### config.mk
export PLATFORM = sky130hd
export DESIGN_NAME = lin_stream_switch
export DESIGN_NICKNAME = d
export VERILOG_FILES = /design/src/rtl/lin_stream_switch.sv
export SDC_FILE = /design/constraint.sdc
export NUM_CORES = 1
export LEC_CHECK = 0
export BUFFER_PORTS_ARGS = -buffer_cell sky130_fd_sc_hd__buf_2
export CAP_MARGIN = 20
export CORE_ASPECT_RATIO = 0.75
export CORE_MARGIN = 2
export CORE_UTILIZATION = 47
export DETAILED_ROUTE_END_ITERATION = 16
export PLACE_DENSITY = 0.69
export RECOVER_POWER = 50
export SLEW_MARGIN = 20
export SYNTH_ARGS = -nofsm -noshare
export SYNTH_HDL_FRONTEND = slang
export SYNTH_SLANG_ARGS = --single-unit
### constraint.sdc
create_clock -name clk -period 4.1 [get_ports clk]
set_input_delay 0.41 -clock clk [delete_from_list [all_inputs] [get_ports clk]]
set_output_delay 0.41 -clock clk [all_outputs]
set_load 0.05 [all_outputs]
### src/rtl/lin_stream_switch.sv
module lin_stream_switch #(
  parameter int W     = 8,
  parameter int KL    = 1,
  parameter int KR    = 1,
  parameter int KI    = 2,
  parameter int KO    = 2,
  parameter int NODES = 4,
  parameter int POS   = 0,
  localparam int DW   = (NODES > 1) ? $clog2(NODES) : 1
) (
  input  logic            clk,
  input  logic            rst_n,
  input  logic [KI-1:0]   p_req,
  input  logic [KI*DW-1:0] p_dst,
  input  logic [KI-1:0]   p_vld,
  input  logic [KI*W-1:0] p_data,
  output logic [KI-1:0]   p_deny,
  output logic [KI-1:0]   p_full,
  input  logic [KR-1:0]   fl_req,
  input  logic [KR*DW-1:0] fl_dst,
  input  logic [KR-1:0]   fl_vld,
  input  logic [KR*W-1:0] fl_data,
  output logic [KR-1:0]   fl_deny,
  output logic [KR-1:0]   fl_full,
  input  logic [KL-1:0]   fr_req,
  input  logic [KL*DW-1:0] fr_dst,
  input  logic [KL-1:0]   fr_vld,
  input  logic [KL*W-1:0] fr_data,
  output logic [KL-1:0]   fr_deny,
  output logic [KL-1:0]   fr_full,
  output logic [KR-1:0]   tr_req,
  output logic [KR*DW-1:0] tr_dst,
  output logic [KR-1:0]   tr_vld,
  output logic [KR*W-1:0] tr_data,
  input  logic [KR-1:0]   tr_deny,
  input  logic [KR-1:0]   tr_full,
  output logic [KL-1:0]   tl_req,
  output logic [KL*DW-1:0] tl_dst,
  output logic [KL-1:0]   tl_vld,
  output logic [KL*W-1:0] tl_data,
  input  logic [KL-1:0]   tl_deny,
  input  logic [KL-1:0]   tl_full,
  output logic [KO-1:0]   c_req,
  output logic [KO-1:0]   c_vld,
  output logic [KO*W-1:0] c_data,
  input  logic [KO-1:0]   c_full
);
  localparam int NS = KI + KR + KL;
  localparam int NT = KR + KL + KO;
  localparam int SW = (NS > 1) ? $clog2(NS) : 1;
  localparam int TW = (NT > 1) ? $clog2(NT) : 1;

  logic [NS-1:0]          req_r, vld_r, deny_q, full_q;
  logic [NS-1:0][DW-1:0]  dst_r;
  logic [NS-1:0][W-1:0]   dat_r;
  logic [NT-1:0]          busy, o_req, o_vld, t_deny, t_full;
  logic [NT-1:0][SW-1:0]  owner;
  logic [NT-1:0][W-1:0]   o_dat;
  logic [KR+KL-1:0][DW-1:0] o_dst;
  logic [NS-1:0]          owned, cand, nofree;
  logic [NS-1:0][TW-1:0]  own_t, pick;
  logic [NT-1:0]          gnt_v;
  logic [NT-1:0][SW-1:0]  gnt_s;

  assign t_deny = {{KO{1'b0}}, tl_deny, tr_deny};
  assign t_full = {c_full, tl_full, tr_full};

  function automatic int grp_lo(input logic [DW-1:0] d);
    if (int'(d) > POS) return 0;
    if (int'(d) < POS) return KR;
    return KR + KL;
  endfunction

  function automatic int grp_hi(input logic [DW-1:0] d);
    if (int'(d) > POS) return KR;
    if (int'(d) < POS) return KR + KL;
    return NT;
  endfunction

  always_comb begin
    owned = '0;
    own_t = '0;
    for (int t = 0; t < NT; t++)
      if (busy[t]) begin
        owned[owner[t]] = 1'b1;
        own_t[owner[t]] = TW'(t);
      end
    cand = '0;
    pick = '0;
    for (int s = 0; s < NS; s++)
      for (int t = 0; t < NT; t++)
        if (!cand[s] && !busy[t] && t >= grp_lo(dst_r[s]) && t < grp_hi(dst_r[s])) begin
          cand[s] = 1'b1;
          pick[s] = TW'(t);
        end
    gnt_v = '0;
    gnt_s = '0;
    for (int t = 0; t < NT; t++)
      for (int s = 0; s < NS; s++)
        if (!gnt_v[t] && req_r[s] && !owned[s] && cand[s] && pick[s] == TW'(t)) begin
          gnt_v[t] = 1'b1;
          gnt_s[t] = SW'(s);
        end
    nofree = req_r & ~owned & ~cand;
  end

  always_ff @(posedge clk) begin
    if (!rst_n) begin
      req_r  <= '0;
      vld_r  <= '0;
      dst_r  <= '0;
      dat_r  <= '0;
      busy   <= '0;
      owner  <= '0;
      o_req  <= '0;
      o_vld  <= '0;
      o_dat  <= '0;
      o_dst  <= '0;
      deny_q <= '0;
      full_q <= '0;
    end else begin
      req_r <= {fr_req, fl_req, p_req};
      vld_r <= {fr_vld, fl_vld, p_vld};
      dst_r <= {fr_dst, fl_dst, p_dst};
      dat_r <= {fr_data, fl_data, p_data};
      for (int t = 0; t < NT; t++) begin
        if (busy[t] && !req_r[owner[t]]) busy[t] <= 1'b0;
        else if (gnt_v[t]) begin
          busy[t]  <= 1'b1;
          owner[t] <= gnt_s[t];
        end
        o_req[t] <= busy[t] && req_r[owner[t]];
        o_vld[t] <= busy[t] && req_r[owner[t]] && vld_r[owner[t]];
        o_dat[t] <= dat_r[owner[t]];
      end
      for (int t = 0; t < KR + KL; t++) o_dst[t] <= dst_r[owner[t]];
      for (int s = 0; s < NS; s++) begin
        deny_q[s] <= req_r[s] && (nofree[s] || (owned[s] && t_deny[own_t[s]]));
        full_q[s] <= owned[s] && t_full[own_t[s]];
      end
    end
  end

  assign p_deny  = deny_q[KI-1:0];
  assign fl_deny = deny_q[KI+KR-1:KI];
  assign fr_deny = deny_q[NS-1:KI+KR];
  assign p_full  = full_q[KI-1:0];
  assign fl_full = full_q[KI+KR-1:KI];
  assign fr_full = full_q[NS-1:KI+KR];

  assign tr_req  = o_req[KR-1:0];
  assign tr_vld  = o_vld[KR-1:0];
  assign tr_data = o_dat[KR-1:0];
  assign tr_dst  = o_dst[KR-1:0];
  assign tl_req  = o_req[KR+KL-1:KR];
  assign tl_vld  = o_vld[KR+KL-1:KR];
  assign tl_data = o_dat[KR+KL-1:KR];
  assign tl_dst  = o_dst[KR+KL-1:KR];
  assign c_req   = o_req[NT-1:KR+KL];
  assign c_vld   = o_vld[NT-1:KR+KL];
  assign c_data  = o_dat[NT-1:KR+KL];
endmodule

======== Word level (Yosys, flattened, before mapping) ========
Index checks and enable logic that the tools add are counted.
operators by class
  div/mod/pow operators ................... 0
  $lt $le $gt $ge ......................... 48
  add/sub/neg operators ................... 0
  equal/unequal tests ..................... 12
  $mul .................................... 0
  multiplexer cells ....................... 137
  bitwise logic cells ..................... 16
  shift-type cells ........................ 0
  reduce and logical (&&, ||, !) cells .... 178
operators with widths
  cell                                                                                 number
  3-bit by 32-bit greater-or-equal comparator with 1-bit output, first input constant  8
  3-bit by 32-bit less-than comparator with 1-bit output, first input constant         8
  1-bit by 32-bit greater-or-equal comparator with 1-bit output, first input constant  4
  2-bit by 32-bit greater-or-equal comparator with 1-bit output, first input constant  4
  1-bit by 32-bit less-than comparator with 1-bit output, first input constant         4
  2-bit by 32-bit less-than comparator with 1-bit output, first input constant         4
  1-bit logical AND                                                                    126
  32-bit 2-to-1 mux                                                                    3
  1-bit 2-to-1 mux                                                                     68
  8-bit binary-select mux with 2-bit select                                            4
  2-bit 2-to-1 mux                                                                     25
  8-bit 2-to-1 mux                                                                     6
  1-bit zero test                                                                      36
  1-bit binary-select mux with 2-bit select                                            16
  2-bit by 3-bit less-than comparator with 1-bit output, second input constant         8
  2-bit == test, second input constant                                                 8
  4-bit 2-to-1 mux                                                                     4
  4-bit bitwise OR                                                                     4
  4-bit bitwise AND                                                                    3
  2-bit demux with 2-bit select                                                        3
  4-bit NOT                                                                            3
  2-bit binary-select mux with 2-bit select                                            2
  1-bit demux with 2-bit select                                                        4
  2-bit by 1-bit == test with 1-bit output, second input constant                      4
  10 further kinds                                                                     32
storage, ports and cells
  bits in read-only memories .............. 0
  latch bits .............................. 0
  register bits after elaboration ......... 112
  word-level logic and storage cells ...... 419
  input port bits ......................... 56
  output and inout port bits .............. 52
  bits in writable memories ............... 0
  memories ................................ 0

======== Logic depth before layout (Yosys ltp) ========
  depth after elaboration ................. 44
  mapped depth ............................ 6
  depth with buffers taken out ............ 5

======== Worst setup path before layout ========
Ideal clock, no wire load.
  path type ............................... register to register
  start ................................... reg owner[4] (netlist bit)
  end ..................................... reg busy[0]
  library setup time ...................... 125 ps
  buffers on the path ..................... 1
  clock period less this slack ............ 1594 ps
  stages on the path, launching flop included .. 7
  slack ................................... 2506 ps
  data arrival time ....................... 1469 ps
  required time ........................... 3975 ps
  cell sequence ........................... dfxtp_1 buf_2 or3b_1 and3_4 nand2_1 nor2_1 o41a_1
on the way
  longest elaborated chain between the ends .. 31
  elaborated cells on any way between the ends .. 35
  those cells by class .................... 2 x order compare; 8 x mux; 2 x bitwise; 23 x reduce/logical
RTL lines
  element                                                                                                                                                             line  source
  from (decl)                                                                                                                                                         57    logic [NT-1:0][SW-1:0] owner;
  from (signal, indexed assignment)                                                                                                                                   130   owner[t] <= gnt_s[t];
  2-bit by 3-bit less-than comparator with 1-bit output (not written as such) / 2-bit by 1-bit greater-or-equal comparator with 1-bit output (equally long branches)  85    owned[owner[t]] = 1'b1;
  1-bit logical AND (not written as such)                                                                                                                             85
  1-bit 2-to-1 mux (not written as such)                                                                                                                              85
  1-bit demux with 2-bit select (*)                                                                                                                                   85
  4-bit bitwise OR (no line) (*)                                                                                                                                      n/a
  4-bit 2-to-1 mux (*)                                                                                                                                                84    if (busy[t]) begin
  4-bit bitwise OR (no line)                                                                                                                                          n/a
  4-bit 2-to-1 mux (*)                                                                                                                                                84
  [6 not listed]                                                                                                                                                      n/a
  1-bit logical AND (4 in a row)                                                                                                                                      100   if (!gnt_v[t] && req_r[s] && !owned[s] && cand[s] && pick[s] == TW'(t)) begin
  1-bit 2-to-1 mux                                                                                                                                                    100
  1-bit zero test                                                                                                                                                     100
  1-bit logical AND (4 in a row)                                                                                                                                      100
  1-bit 2-to-1 mux                                                                                                                                                    100
  1-bit zero test                                                                                                                                                     100
  1-bit logical AND (4 in a row)                                                                                                                                      100
  1-bit 2-to-1 mux (*)                                                                                                                                                100
  to (signal assigned)                                                                                                                                                113   busy <= '0;
  to (signal, indexed assignment)                                                                                                                                     129   busy[t] <= 1'b1;
  to (decl)                                                                                                                                                           56    logic [NT-1:0] busy, o_req, o_vld, t_deny, t_full;
Every way passes the cells marked *; elsewhere a longest branch is shown, timed or not.
A chain may end at the register's enable or synchronous reset.

======== Final worst setup path ========
  start ................................... reg owner[6] (netlist bit)
  end ..................................... reg owner[6] (netlist bit)
on the way
  longest elaborated chain between the ends .. 30
  elaborated cells on any way between the ends .. 42
  those cells by class .................... 2 x order compare; 12 x mux; 2 x bitwise; 26 x reduce/logical
RTL lines
  element                                                                                                                                                             line
  2-bit by 3-bit less-than comparator with 1-bit output (not written as such) / 2-bit by 1-bit greater-or-equal comparator with 1-bit output (equally long branches)  85
  1-bit logical AND (not written as such)                                                                                                                             85
  1-bit 2-to-1 mux (not written as such)                                                                                                                              85
  1-bit demux with 2-bit select                                                                                                                                       85
  4-bit bitwise OR (no line)                                                                                                                                          n/a
  4-bit 2-to-1 mux                                                                                                                                                    84
  1-bit zero test                                                                                                                                                     100
  1-bit logical AND (3 in a row)                                                                                                                                      100
  [6 not listed]                                                                                                                                                      n/a
  1-bit 2-to-1 mux                                                                                                                                                    100
  1-bit zero test                                                                                                                                                     100
  1-bit logical AND (4 in a row)                                                                                                                                      100
  1-bit 2-to-1 mux                                                                                                                                                    100
  1-bit zero test                                                                                                                                                     100
  1-bit logical AND (4 in a row)                                                                                                                                      100
  1-bit 2-to-1 mux                                                                                                                                                    100
  2-bit AND reduction (no line)                                                                                                                                       n/a
Parallel ways exist; a longest one is shown, timed or not. The select of a mux whose other input is x is not followed.

==> metrics.csv <==
metric,value,unit
start_util,48.5,%
netlist-cell-type-count,46,
grt_pass1_vias,3336,
synth_fp_nets,455,
die_y,90.8,um
grt_pass1_wl,17800,um
cts.sinks,112,
clock_latency,340,ps
wl_met3,846,um
cts-htree-levels,3,
cts_hold_buf,0,
wirelength_met1,5000,um
antenna_found_initial,0,
nets,551,
syn_to_final_growth,18.5,%
netlist_area,4720,um2
post_cts_buffers,0,
setup_viol,0,
numCtsBuffers,9,
wl_per_cell,17.6,um
seq_area_frac_synth,47.5,%
hpwl,7710,um
cp_max_fo,15,
hold_path.class,in -> reg,
worstMarginPinSlew,1680,ps
p_leak,2.17,nW
die-area,10900,um2
portBuffers,107,
relSlewSlack,-12.1,%
routabilityCongestion,0.956,
fillCellCount,875,
antennaDiodeCount,0,
worstSetupEndpointType,flop,
whs,266,ps
drv_slew,54,
period_needed,2400,ps
cts_root_buf,clkbuf_16,
ios,108,
drive_above_1_share,25.8,%
first_pass_iters,5,
top_layer_used,met4,
clk_pin_slew,70,ps
fin_worst_skew,7.68,ps
required,4340,ps
finalCritPeriodShare,58.6,%
yosys.area.top_type,dfxtp_1,
num_rows,31,
yosysTopAreaCellShare,47.5,%
hold_viol_final,0,
worstSetupStartpointType,flop,
arrival,2640,ps
tns,0,ps
grt_max_degree,54,
wl_met2,5120,um
vias,3433,
ctsLongestPathBuffers,2,
status,finished with violations,
yosys_warnings,0,
vdd_drop_max,269,uV
worstSetupPathType,reg -> reg,
fmax,416,MHz
power_density,448,nW/um2
ys_ff_latch,112,
drt_iter0_drc,155,
syn_area_per_cell,11.8,um2
grt_overflow,0,
grt_use_total,21.3,%
drc,0,
drt-total-wl,11100,um
synth_area_leaders,"dfxtp_1 (47%), mux4_2 (21%), and2_1 (12%)",
core_area,9740,um2
antenna_left,0,
avgViaCountPerCell,5.43,
cap_violations,1,
netlist_instances,399,
post_cts_resized,0,
cts_tree,done,
violations,"capacitance limit, slew limit",
die_x,120,um
rsz0062_at_grt,false,
-- layout make-up --
| class | count | area [um2] | share of cell area, % |
|---|---|---|---|
| clock buffers | 11 | 243 | 4.34 |
| clock inverters | 5 | 78.8 | 1.41 |
| inverters | 6 | 22.5 | 0.402 |
| multi-input cells | 255 | 2350 | 41.9 |
| flip-flops and latches | 112 | 2240 | 40.1 |
| well taps | 132 | 165 | 2.95 |
| repair buffers | 111 | 499 | 8.92 |
-- routing by layer --
metal,global-route usage (%),vias to the layer above
li1,-,1626
met3,5.11,14
met5,0,-
met1,29.6,1637
met4,6.47,0
met2,33.0,156
-- path summary, 6_finish.rpt --
path                              start               endpoint  slack (ps)  cells past startpoint
setup / recovery  owner[6]$_SDFFE_PN0P_  owner[6]$_SDFFE_PN0P_        1700                      5
hold / removal                 p_dst[2]    dst_r[2]$_SDFF_PN0_         270                      2
setup reg to reg  owner[6]$_SDFFE_PN0P_  owner[6]$_SDFFE_PN0P_        1700                      5
hold reg to reg    busy[1]$_SDFFE_PP0P_    o_req[1]$_SDFF_PN0_         580                      1
-- power breakdown --
group          internal [mW]  switching (mW)
logic                  0.156           0.200
registers               1.15          0.0794
clock network          0.552           0.372
total                   1.86           0.652
-- critical path: stages, from the launching register on --
cell     delay [ps]
dfxtp_1         980
nand3_1         410
nand3_1         260
o32a_1          270
a31oi_2         120
o221a_1         250
-- through the flow --
stage | area (um2) | setup slack [ps] | power [mW] | std cells | util (%)
floorplan | 4720 | 2510 | 1.51 | 399 | -
global placement | 5340 | 1800 | 1.61 | 616 | 54.9
detailed placement | 5340 | 1780 | 1.61 | 616 | 54.9
CTS | 5660 | 1730 | 2.54 | 632 | 58.2
global route | 5600 | 1380 | 2.62 | 632 | 57.5
finish | 5600 | 1700 | 2.51 | 632 | 57.5
-- layout by cell type (no fill, tap or decap), drive strengths merged, types with 2 or more instances in the layout --
cell type  instances
clkinv             2
inv                7
nor2b              2
nand3             10
nand2b             2
mux4              44
and3               8
a31oi              7
a211oi             4
nor2              23
nor4               2
nand3b             7
dfxtp            112
o221a              4
nor3b              2
o221ai             3
mux2i              5
a21oi              5
and2              89
o21ai              7
a2111oi            3
bufinv             2
or3b               2
clkbuf            64
nand2             12
buf               58
-- state kept, by name, summed over array words and instances (netlist names) --
name / flops
owner: 8
dst_r: 8
deny_q: 4
tr_data: 8
o_req: 4
dat_r: 32
vld_r: 4
req_r: 4
c_data: 16
tl_data: 8
full_q: 4
tl_dst: 2
o_vld: 4
busy: 4
tr_dst: 2
-- cells in the mapped netlist (all sizes together) --
cell / count
nor3: 1
o221ai: 3
nand2: 12
inv: 6
a31oi: 7
o21ba: 1
nand3b: 7
nor4: 2
nor2: 23
and2: 89
and3: 8
nor2b: 2
or4: 1
a211oi: 4
a21oi: 5
a21boi: 1
o31ai: 1
nand3: 10
o2111ai: 1
buf: 11
clkbuf: 15
or3b: 2
nor3b: 2
mux2i: 5
o21ai: 7
nand2b: 2
o221a: 4
o211a: 1
o32a: 1
mux2: 1
o41a: 1
a2111oi: 3
a21o: 1
o21a: 1
or2: 1
mux4: 44
dfxtp: 112
o32ai: 1
-- cell families after synthesis --
kind of cell / count (synthesis) / synth area share, %
buffers and inverters: 32 / 2.86
DFF: 112 / 47.5
muxes: 50 / 22.3
AOI/OAI and AO/OA: 43 / 7.04
and+or+nand+nor: 162 / 20.4
No activity file was read; power rests on OpenSTA's default activity.
